### src/rtl/bcd_cnt_pkg.sv
package bcd_cnt_pkg;
  localparam int unsigned DIG_W      = 4;
  localparam logic [DIG_W-1:0] DIG_MAX = DIG_W'(9);

  typedef logic [DIG_W-1:0] digit_t;

  typedef enum logic [1:0] {
    MODE_RESET = 2'd0,
    MODE_LOAD  = 2'd1,
    MODE_COUNT = 2'd2,
    MODE_HOLD  = 2'd3
  } mode_e;

  // BCD step; codes 10..15 climb in binary and roll to 0 from 15
  function automatic digit_t next_digit(digit_t q);
    return (q == DIG_MAX) ? '0 : q + 1'b1;
  endfunction
endpackage

### src/rtl/bcd_mode_dec.sv
module bcd_mode_dec
  import bcd_cnt_pkg::*;
#(
  parameter bit ASYNC_RESET = 1'b1
) (
  input  logic  rst_ni,
  input  logic  load_ni,
  input  logic  cnt_en_p_i,
  input  logic  cnt_en_t_i,
  output mode_e mode_o
);
  logic sync_clr;

  generate
    if (ASYNC_RESET) begin : g_async
      assign sync_clr = 1'b0;  // flop handles it directly
    end else begin : g_sync
      assign sync_clr = ~rst_ni;
    end
  endgenerate

  always_comb begin
    if (sync_clr)                       mode_o = MODE_RESET;
    else if (!load_ni)                  mode_o = MODE_LOAD;
    else if (cnt_en_p_i && cnt_en_t_i)  mode_o = MODE_COUNT;
    else                                mode_o = MODE_HOLD;
  end
endmodule

### src/rtl/bcd_digit_reg.sv
module bcd_digit_reg
  import bcd_cnt_pkg::*;
#(
  parameter bit ASYNC_RESET = 1'b1
) (
  input  logic   clk_i,
  input  logic   rst_ni,
  input  mode_e  mode_i,
  input  digit_t data_i,
  output digit_t q_o
);
  digit_t q_d;

  always_comb begin
    unique case (mode_i)
      MODE_RESET: q_d = '0;
      MODE_LOAD:  q_d = data_i;
      MODE_COUNT: q_d = next_digit(q_o);
      default:    q_d = q_o;
    endcase
  end

  generate
    if (ASYNC_RESET) begin : g_async
      always_ff @(posedge clk_i or negedge rst_ni) begin
        if (!rst_ni) q_o <= '0;
        else         q_o <= q_d;
      end

      AST_ASYNC_CLEAR: assert property (@(posedge clk_i)
        !rst_ni |-> q_o == '0);
    end else begin : g_sync
      always_ff @(posedge clk_i) q_o <= q_d;

      AST_SYNC_CLEAR: assert property (@(posedge clk_i)
        !rst_ni |=> q_o == '0);
    end
  endgenerate

  AST_LOAD_TAKES_DATA: assert property (@(posedge clk_i) disable iff (!rst_ni)
    mode_i == MODE_LOAD |=> q_o == $past(data_i));
  AST_HOLD_STABLE: assert property (@(posedge clk_i) disable iff (!rst_ni)
    mode_i == MODE_HOLD |=> $stable(q_o));
  AST_WRAP_NINE: assert property (@(posedge clk_i) disable iff (!rst_ni)
    (mode_i == MODE_COUNT && q_o == DIG_MAX) |=> q_o == '0);
endmodule

### src/rtl/bcd_decade_counter.sv
module bcd_decade_counter
  import bcd_cnt_pkg::*;
#(
  parameter bit ASYNC_RESET = 1'b1
) (
  input  logic             clk_i,
  input  logic             rst_ni,
  input  logic             load_ni,
  input  logic             cnt_en_p_i,
  input  logic             cnt_en_t_i,
  input  logic [DIG_W-1:0] data_i,
  output logic [DIG_W-1:0] count_o,
  output logic             tc_o
);
  mode_e  mode;
  digit_t q;

  bcd_mode_dec #(.ASYNC_RESET(ASYNC_RESET)) i_mode_dec (
    .rst_ni     (rst_ni),
    .load_ni    (load_ni),
    .cnt_en_p_i (cnt_en_p_i),
    .cnt_en_t_i (cnt_en_t_i),
    .mode_o     (mode)
  );

  bcd_digit_reg #(.ASYNC_RESET(ASYNC_RESET)) i_digit_reg (
    .clk_i  (clk_i),
    .rst_ni (rst_ni),
    .mode_i (mode),
    .data_i (data_i),
    .q_o    (q)
  );

  assign count_o = q;
  // carry-out ignores the parallel enable so a chain ripples in one clock
  assign tc_o    = cnt_en_t_i && (q == DIG_MAX);

  AST_CARRY_ROLLS: assert property (@(posedge clk_i) disable iff (!rst_ni)
    (tc_o && load_ni && cnt_en_p_i) |=> count_o == '0);
  AST_TC_NEEDS_TRICKLE: assert property (@(posedge clk_i) disable iff (!rst_ni)
    tc_o |-> cnt_en_t_i);
endmodule

### config.mk
export PLATFORM = sky130hd
export DESIGN_NAME = bcd_decade_counter
export DESIGN_NICKNAME = d
export VERILOG_FILES = /design/src/rtl/bcd_cnt_pkg.sv /design/src/rtl/bcd_mode_dec.sv /design/src/rtl/bcd_digit_reg.sv /design/src/rtl/bcd_decade_counter.sv
export SDC_FILE = /design/constraint.sdc
export NUM_CORES = 1
export LEC_CHECK = 0
export BUFFER_PORTS_ARGS = -buffer_cell sky130_fd_sc_hd__buf_4
export CAP_MARGIN = 20
export CELL_PAD_IN_SITES_DETAIL_PLACEMENT = 2
export CELL_PAD_IN_SITES_GLOBAL_PLACEMENT = 2
export CORE_AREA = 2 2 39 41
export DETAILED_ROUTE_END_ITERATION = 8
export DIE_AREA = 0 0 41 43
export PLACE_DENSITY_LB_ADDON = 0.12
export SLEW_MARGIN = 25
export SYNTH_ARGS = -nofsm -noshare
export SYNTH_HDL_FRONTEND = slang
export SYNTH_SLANG_ARGS = --single-unit
### constraint.sdc
create_clock -name clk_i -period 2 [get_ports clk_i]
set_input_delay 0.4 -clock clk_i [delete_from_list [all_inputs] [get_ports clk_i]]
set_output_delay 0.4 -clock clk_i [all_outputs]
set_load 0.01 [all_outputs]
==> metrics, run 1 <==
outcome completed; Reg2Reg Depth 5; max FFs per register 4; Max Cap Viol 0; largest net degree at the start of global routing 7; Critical Path AT 1.24 ns; Tcrit/Tclk final slightly above 80%; leak pwr about 0.19 nW; slowest CP cell dfrtp_1; clk root buf clkbuf_4; minimum clock period 1.639 ns; WP data required about 1.6 ns; CP Capture Type output pin; fmax ~610 MHz; Synth Warn # 0; grt total ovfl 0; Worst Setup Start Kind flop; row count 14; Synth Register Bits 4; IO Pins 14; Max stage delay on crit path 0.43 ns; Peak supply drop between 200 and 250 µV; Clock Pin Slew Worst Setup and Hold Paths ~0.04 ns; WP depth 5; Post-Route Skew between 0.002 and 0.003 ns; RSZ-0062 raised after global routing no; reg-to-reg setup timing slack ~0.59 ns; family with the most delay on the worst path flip-flops; DR DRC count 0; most frequent cells in the layout 13 x buf_4, 4 x inv_1, 4 x dfrtp_1; total wire length around 870 µm; FF-to-FF Start i_digit_reg.q_o[1]; Initial Util a little under a fifth; Top Registers i_digit_reg.q_o: 4 flops; Port Buffers 13; design area approximately 400 µm²; chip height 43 µm; WHS Path Cells 2; Die X-Extent 41 µm; Final #Nets 57; clk sinks 4; # diodes 0; commonest non-fill, non-tap cell in the layout buf_4; clock buffer depth 2; setup TNS 0 ns; CTS Buf Count 3; hold_sp data_i[3]; Top reg by flops i_digit_reg.q_o; total number of vias 280; CTS tree built; Mapped Area 252.7 µm²; first-pass GRT wire length approximately 1400 µm; slew margin rel. between 70% and 80%; GP Congestion 0.7334; Pwr Density ~700 nW/µm²; DR WL/cell between 10 and 15 µm; CP max FO 5; Slew @ Worst Pin roughly 0.37 ns; H-tree levels 1; Worst Hold Class input port to flop; Setup CP Type flop to output pin; die area between 1500 and 2000 µm²; gr usage total approximately an eighth; CP bufs+invs 2; Setup-failing EPs final 0; final hold viol count 0; Via density roughly 4.7; HPWL Detailed around 700 µm; Hold Crit Endpoint i_digit_reg.q_o[3]; post-synthesis sequential area ratio between 30% and 40%; CORE AREA around 1400 µm²; Syn Area/Cell 9.361 µm²; Critical Path, Cell by Cell inv_1, ha_1, nand3b_1, nor2_1, buf_4; Iter 0 DRT Violations 3; Skew-Pair Late Insertion Delay ~0.24 ns; antenna violations before repair 0; placed inst area approximately 370 µm²; number of global-route vias before repair 339; final slew viol count 0; share of cells above drive strength 1 roughly 39%; ANT nets after route 0; 1st-pass router iterations 2; Netlist cell types 16; Area Growth Syn to Fin 59.41%; end of the worst register-to-register path i_digit_reg.q_o[2]; Post-Syn Instances 27; Synth Net Count 38; post-layout power 0.2741 mW
## what timing repair did
| item | in CTS | in global routing |
|---|---|---|
| setup buffers | 0 | 0 |
| endpoints found under the hold margin | 4 | 0 |
| gates resized for setup | 0 | 0 |
| hold buffers | 1 | 0 |
## routing by layer
| metal | track usage, % | up-vias | wire length (µm) |
|---|---|---|---|
| met2 | 19.69 | 10 | 485 |
| li1 | - | 134 | - |
| met5 | 0 | - | 0 |
| met3 | 3.141 | 0 | 40 |
| met1 | 12.99 | 136 | 346 |
| met4 | 6.000 | 0 | 0 |
## power by group
group          total, mW  switching [mW]  internal (mW)
registers          0.103          0.0128         0.0903
logic             0.0669          0.0304         0.0364
clock network      0.104          0.0367         0.0674
## worst max path at each step
stage                               to               start  slack [ns]
floorplan                         tc_o  i_digit_reg.q_o[1]        0.69
global placement    i_digit_reg.q_o[2]  i_digit_reg.q_o[0]        0.60
detailed placement  i_digit_reg.q_o[2]  i_digit_reg.q_o[1]        0.59
CTS                               tc_o  i_digit_reg.q_o[1]        0.34
global route                      tc_o  i_digit_reg.q_o[1]        0.28
finish                            tc_o  i_digit_reg.q_o[1]        0.36
## kinds of logic after synthesis
logic type,after synthesis,share of synthesized area (%)
fa+ha+maj,2,9.899
buf+inv,4,5.939
simple gates,8,17.82
flops,4,39.61
compound gates,9,26.73
## metrics by stage
| stage | worst slack [ns] | util, % | hold slack (ns) | cells |
|---|---|---|---|---|
| 4_1_cts | 0.3426 | 29.11 | 0.3954 | 60 |
| 3_3_place_gp | 0.5950 | 26.76 | 0.1962 | 56 |
| 3_5_place_dp | 0.5900 | 26.76 | 0.2005 | 56 |
| 6_report | 0.3613 | 29.11 | 0.4001 | 60 |
| 2_1_floorplan | 0.6945 | - | 0.1044 | 27 |
| 5_1_grt | 0.2794 | 29.11 | 0.4051 | 60 |
## cell type report
class / instances / area, µm²
repair buffers: 14 / 107.6
well taps: 16 / 20.02
clock buffers: 3 / 22.52
flip-flops and latches: 4 / 100.1
fillers: 168 / 980.9
multi-input cells: 19 / 137.6
inverters: 4 / 15.01
## synth_stat cells
cell	n	share of area, %
nand3_1	1	2.0
ha_1	2	9.9
o311ai_0	1	3.5
o211ai_1	1	3.0
dfrtp_1	4	40
inv_1	4	5.9
nor2_1	1	1.5
o21ai_0	2	4.0
a221o_1	1	4.0
a31o_1	1	3.5
nor4_1	1	2.5
a21boi_1	1	3.0
and3_4	1	4.5
a22oi_1	2	5.9
nand3b_1	1	3.0
nand2_1	3	4.5
Power figures use the tool's default switching activity.
==> inputs of run 2 (changes only) <==
--- a/config.mk
+++ b/config.mk
@@ -9,9 +9,9 @@
 export CAP_MARGIN = 20
 export CELL_PAD_IN_SITES_DETAIL_PLACEMENT = 2
 export CELL_PAD_IN_SITES_GLOBAL_PLACEMENT = 2
-export CORE_AREA = 2 2 39 41
+export CORE_MARGIN = 1
+export CORE_UTILIZATION = 18
 export DETAILED_ROUTE_END_ITERATION = 8
-export DIE_AREA = 0 0 41 43
 export PLACE_DENSITY_LB_ADDON = 0.12
 export SLEW_MARGIN = 25
 export SYNTH_ARGS = -nofsm -noshare
==> constraint.sdc (replaced) <==
create_clock -name clk_i -period 1.3 [get_ports clk_i]
set_input_delay 0.26 -clock clk_i [delete_from_list [all_inputs] [get_ports clk_i]]
set_output_delay 0.26 -clock clk_i [all_outputs]
set_load 0.01 [all_outputs]
==> metrics, run 2 (synthesis gave the netlist of run 1 again) <==
WP data required 1.04 ns (-0.56 ns); Iter 0 DRT Violations 3 (unchanged); Final WS setup -0.1522 ns (-0.5135 ns); Pwr Density 953.5 nW/µm² (+40%); ANT nets after route 0 (unchanged); most frequent cells in the layout 19 x buf_4, 4 x dfrtp_1, 3 x inv_1, 3 x clkbuf_4; antenna violations before repair 0 (unchanged); first-pass GRT wire length 1317 µm (-5.5%); GP Congestion 0.6489 (-12%); Initial Util 19.42% (+1.2 points); total wire length 917 µm (+5.2%); minimum clock period between 1 and 1.5 ns; Reg area 100.1 µm² (unchanged); Max Cap Viol 0 (unchanged); share of cells above drive strength 1 54.00% (+15 points); CTS tree built; IO Pins 14 (unchanged); Setup-failing EPs final 2 (+2); Critical Path, Cell by Cell inv_1, ha_1, nand3b_1, nor2_1, buf_4; failing checks negative setup slack; final slew viol count 0 (unchanged); chip height 39.47 µm (-8.2%); Die X-Extent 39.47 µm (-3.7%); Port Buffers 13 (unchanged); H-tree levels 1 (unchanged); Layout Cells excl Fill 65 (+8.3%); Peak supply drop 547.1 µV (+140%); CP Capture Type output pin; die area 1558 µm² (-12%); FF-to-FF Start i_digit_reg.q_o[1]; Clock Pin Slew Worst Setup and Hold Paths 0.04 ns (about the same); gr usage total 12.99% (+1.1 points); Skew-Pair Late Insertion Delay 0.24 ns (about the same); row count 13 (-1); multi-input logic area 175.2 µm² (+27%); Worst Hold Class input port to flop; fmax around 690 MHz; crit path launch i_digit_reg.q_o[1]; commonest non-fill, non-tap cell in the layout buf_4; total number of vias 304 (+8.6%); max FFs per register 4 (unchanged); slowest CP cell dfrtp_1; clk root buf clkbuf_4; clk sinks 4 (unchanged); clock buffer depth 2 (unchanged); Final #Nets 63 (+11%); # diodes 0 (unchanged); Worst Setup Start Kind flop; Post-Route Skew 0.0001055 ns (-0.002395 ns); CORE AREA 1301 µm² (-6.0%); Via density 4.677 (+0.22%); Top reg by flops i_digit_reg.q_o; grt total ovfl 0 (unchanged); Area Growth Syn to Fin 91.58%; slew margin rel. 79.52% (+4.5 points); leak pwr 0.2342 nW (+20%); DR WL/cell 14.11 µm (-2.9%); Slew @ Worst Pin 0.3066 ns (-0.06310 ns); DR DRC count 0 (unchanged); placed cells 59 (+5.4%); Tcrit/Tclk final 111.7%; CTS Buf Count 3 (unchanged); final hold viol count 0 (unchanged); RSZ-0062 raised after global routing yes; number of global-route vias before repair 332 (-2.1%); Max stage delay on crit path 0.37 ns (-0.06 ns); HPWL Detailed 687.1 µm (-1.2%); 1st-pass router iterations 2 (unchanged); Critical Path AT 1.19 ns (-0.05 ns); Top Registers i_digit_reg.q_o: 4 flops; hold_sp data_i[3]; Fillers 160 (-4.8%); Setup CP Type flop to output pin; outcome finished with violations; Place WS -0.03059 ns (-0.6206 ns); largest net degree at the start of global routing 6 (-1); CP max FO 3 (-2)
[run 2: cell count changes in the layout (fill, tap and decap cells not counted), sizes merged]
cell,before,now
buf,13,19
[run 2: worst paths after layout]
kind / to / slack (ns) / cells after the start
max in group asynchronous: i_digit_reg.q_o[2] / 0.85 / 2
max reg2reg: i_digit_reg.q_o[3] / -0.14 / 6
min: i_digit_reg.q_o[3] / 0.26 / 2
min in group asynchronous: i_digit_reg.q_o[0] / 0.36 / 2
min reg2reg: i_digit_reg.q_o[3] / 0.57 / 1
max: tc_o / -0.15 / 5
[run 2: routing by layer]
metal	wire length [µm]	up-vias	track usage, %
met3	63	0	7.386
li1	-	147	-
met2	475	12	24.18
met1	378	145	13.06
met4	0	0	0
met5	0	-	0
[run 2: area by class of cell]
| type | count | share of cell area (%) |
|---|---|---|
| Clock buffer | 3 | 4.651 |
| Inverter | 4 | 3.101 |
| Multi-Input combinational cell | 19 | 36.18 |
| Sequential cell | 4 | 20.67 |
| Tap cell | 15 | 3.876 |
| Timing Repair Buffer | 20 | 31.52 |
[run 2: repair_timing]
item,4_1_cts,5_1_grt
hold buffers,1,0
resized for setup,2,8
pin swaps,0,2
setup endpoints to repair,3,6
buffers inserted,3,2
hold endpoints to repair,4,0
[run 2: worst max-delay path, delay by kind of cell (launching register included)]
family	cells	cell delay, ns
adder cells (fa/ha/maj)	1	0.14
buffers and inverters	2	0.19
AND/OR/NAND/NOR	2	0.27
flip-flops	1	0.37
[run 2: per-stage QoR]
| stage | hold WS [ns] | utilization, % | TNS, ns | power, mW | instance area [µm²] |
|---|---|---|---|---|---|
| 5_1_grt | 0.2539 | 37.21 | -0.5556 | 0.4935 | 484.2 |
| 4_1_cts | 0.2569 | 34.90 | -0.3996 | 0.4586 | 454.2 |
| 6_report | 0.2648 | 37.21 | -0.2949 | 0.4617 | 484.2 |
| 3_5_place_dp | 0.05937 | 30.67 | -0.04712 | 0.2792 | 399.1 |
| 3_3_place_gp | 0.05639 | 30.67 | -0.02275 | 0.2734 | 399.1 |
| 2_1_floorplan | -0.03559 | - | -0.003432 | 0.1974 | 252.7 |
[run 2: power by group]
group	leakage, nW	switching [mW]	internal (mW)	total (mW)
combinational	0.172	0.0707	0.0825	0.153
clock	0.0138	0.0535	0.103	0.157
sequential	0.0487	0.0127	0.139	0.152
total	0.234	0.137	0.325	0.462
==> inputs of run 3 (changes only) <==
--- a/config.mk
+++ b/config.mk
@@ -11,6 +11,7 @@
 export CELL_PAD_IN_SITES_GLOBAL_PLACEMENT = 2
 export CORE_MARGIN = 1
 export CORE_UTILIZATION = 18
+export CTS_BUF_LIST = sky130_fd_sc_hd__clkbuf_16
 export DETAILED_ROUTE_END_ITERATION = 8
 export PLACE_DENSITY_LB_ADDON = 0.12
 export SLEW_MARGIN = 25
==> metrics, run 3 (synthesis gave the netlist of run 1 again) <==
outcome finished with violations; failing checks negative setup slack; DR DRC count 0 (unchanged); most frequent cells in the layout 17 x buf_4, 4 x dfrtp_1, 3 x inv_1, 3 x clkbuf_16; fmax 700.3 MHz (+1.7%); leak pwr 0.2571 nW (+9.8%); Top Registers i_digit_reg.q_o: 4 flops; commonest non-fill, non-tap cell in the layout buf_4; chip height 39.47 µm (unchanged); Area Growth Syn to Fin 113.9%; Port Buffers 13 (unchanged); largest net degree at the start of global routing 6 (unchanged); Initial Util 19.42% (unchanged); CP max FO 3 (unchanged); Worst Setup Start Kind flop; CORE AREA 1301 µm² (unchanged); die area 1558 µm² (unchanged); H-tree levels 1 (unchanged); total wire length 1010 µm (+10%); clock buffer depth 2 (unchanged); gr usage total 15.39% (+2.4 points); minimum clock period 1.428 ns (-0.02419 ns); reg-to-reg setup timing slack -0.04 ns (+0.10 ns); crit path launch i_digit_reg.q_o[1]; Via density 4.703 (+0.56%); Post-Route Skew 0.002563 ns (+0.002458 ns); slew margin rel. 79.50% (about the same); final hold viol count 0 (unchanged); clk root buf clkbuf_16; # diodes 0 (unchanged); Top reg by flops i_digit_reg.q_o; Setup CP Type flop to output pin; FF-to-FF Start i_digit_reg.q_o[1]; share of cells above drive strength 1 57.14% (+3.1 points); Final WS setup -0.1280 ns (+0.02419 ns); Clock Pin Slew Worst Setup and Hold Paths 0.03 ns (about the same); row count 13 (unchanged); clk sinks 4 (unchanged); CTS Buf Count 3 (unchanged); Iter 0 DRT Violations 2 (-1); Die X-Extent 39.47 µm (unchanged); IO Pins 14 (unchanged); Skew-Pair Late Insertion Delay 0.23 ns (about the same); antenna violations before repair 0 (unchanged); share of the core filled with cells 41.54% (+4.3 points); final slew viol count 0 (unchanged); setup TNS -0.1704 ns (+0.1245 ns); Setup-failing EPs final 2 (unchanged); WP data required 1.04 ns (about the same); RSZ-0062 raised after global routing yes; grt total ovfl 0 (unchanged); HPWL Detailed 687.1 µm (unchanged); number of global-route vias before repair 347 (+4.5%); Worst Hold Class input port to flop; Peak supply drop 940.2 µV (+72%); Critical Path AT 1.17 ns (-0.02 ns); Pwr Density 1466 nW/µm² (+54%); ANT nets after route 0 (unchanged); DR WL/cell 15.78 µm (+12%); hold_sp data_i[3]; CP Capture Type output pin; max FFs per register 4 (unchanged); first-pass GRT wire length 1462 µm (+11%); Slew @ Worst Pin 0.3068 ns (+0.0002054 ns); Final #Nets 62 (-1.6%); CTS tree built; post-layout power 0.7926 mW (+72%); Max Cap Viol 0 (unchanged); final hold slack 0.2719 ns (+0.007110 ns); 1st-pass router iterations 2 (unchanged); total number of vias 301 (-0.99%); Tcrit/Tclk final 109.8% (-1.9 points); GP Congestion 0.6489 (unchanged)
## run 3: final timing paths
path	to	cells past startpoint
worst min register to register	i_digit_reg.q_o[3]	1
worst min-delay path	i_digit_reg.q_o[3]	2
worst max register to register	i_digit_reg.q_o[3]	5
min in group asynchronous	i_digit_reg.q_o[2]	2
max in group asynchronous	i_digit_reg.q_o[1]	2
worst max-delay path	tc_o	5
## run 3: area by class of cell
type | instances | area, µm²
Fill cell | 150 | 760.7
Sequential cell | 4 | 100.1
Clock buffer | 3 | 75.07
Inverter | 4 | 15.01
Multi-Input combinational cell | 19 | 182.7
Timing Repair Buffer | 19 | 148.9
Tap cell | 15 | 18.77
## run 3: worst max-delay path, cell delays in order, from the launching register on
cell,delay [ns]
dfrtp_1,0.37
inv_1,0.06
ha_1,0.14
nand3b_1,0.14
nor2_1,0.12
buf_4,0.13
## run 3: timing repair
action,CTS,global route
pin swaps,1,2
resized for setup,6,7
setup endpoints to repair,3,5
hold endpoints to repair,4,0
hold buffers,1,0
cloned,0,0
setup buffers,2,1
## run 3: routing by layer
metal  up-vias  wire length [µm]  global-route usage, %
met5         -                 0                      0
met4         0                11                  10.34
met3         2                63                  7.386
met2        12               551                  26.23
li1        146                 -                      -
met1       141               384                  14.24
## run 3: per-stage QoR
| stage | setup slack, ns | std cells | cell area, µm² |
|---|---|---|---|
| after floorplan | -0.003432 | 27 | 252.7 |
| after global placement | -0.02275 | 59 | 399.1 |
| after detailed placement | -0.03059 | 59 | 399.1 |
| after CTS | -0.1337 | 65 | 514.2 |
| after global routing | -0.1972 | 64 | 540.5 |
| final | -0.1280 | 64 | 540.5 |
## run 3: power by group
group          switching, mW  internal [mW]
Combinational         0.0758         0.0851
Sequential            0.0143          0.139
Clock                 0.0855          0.393
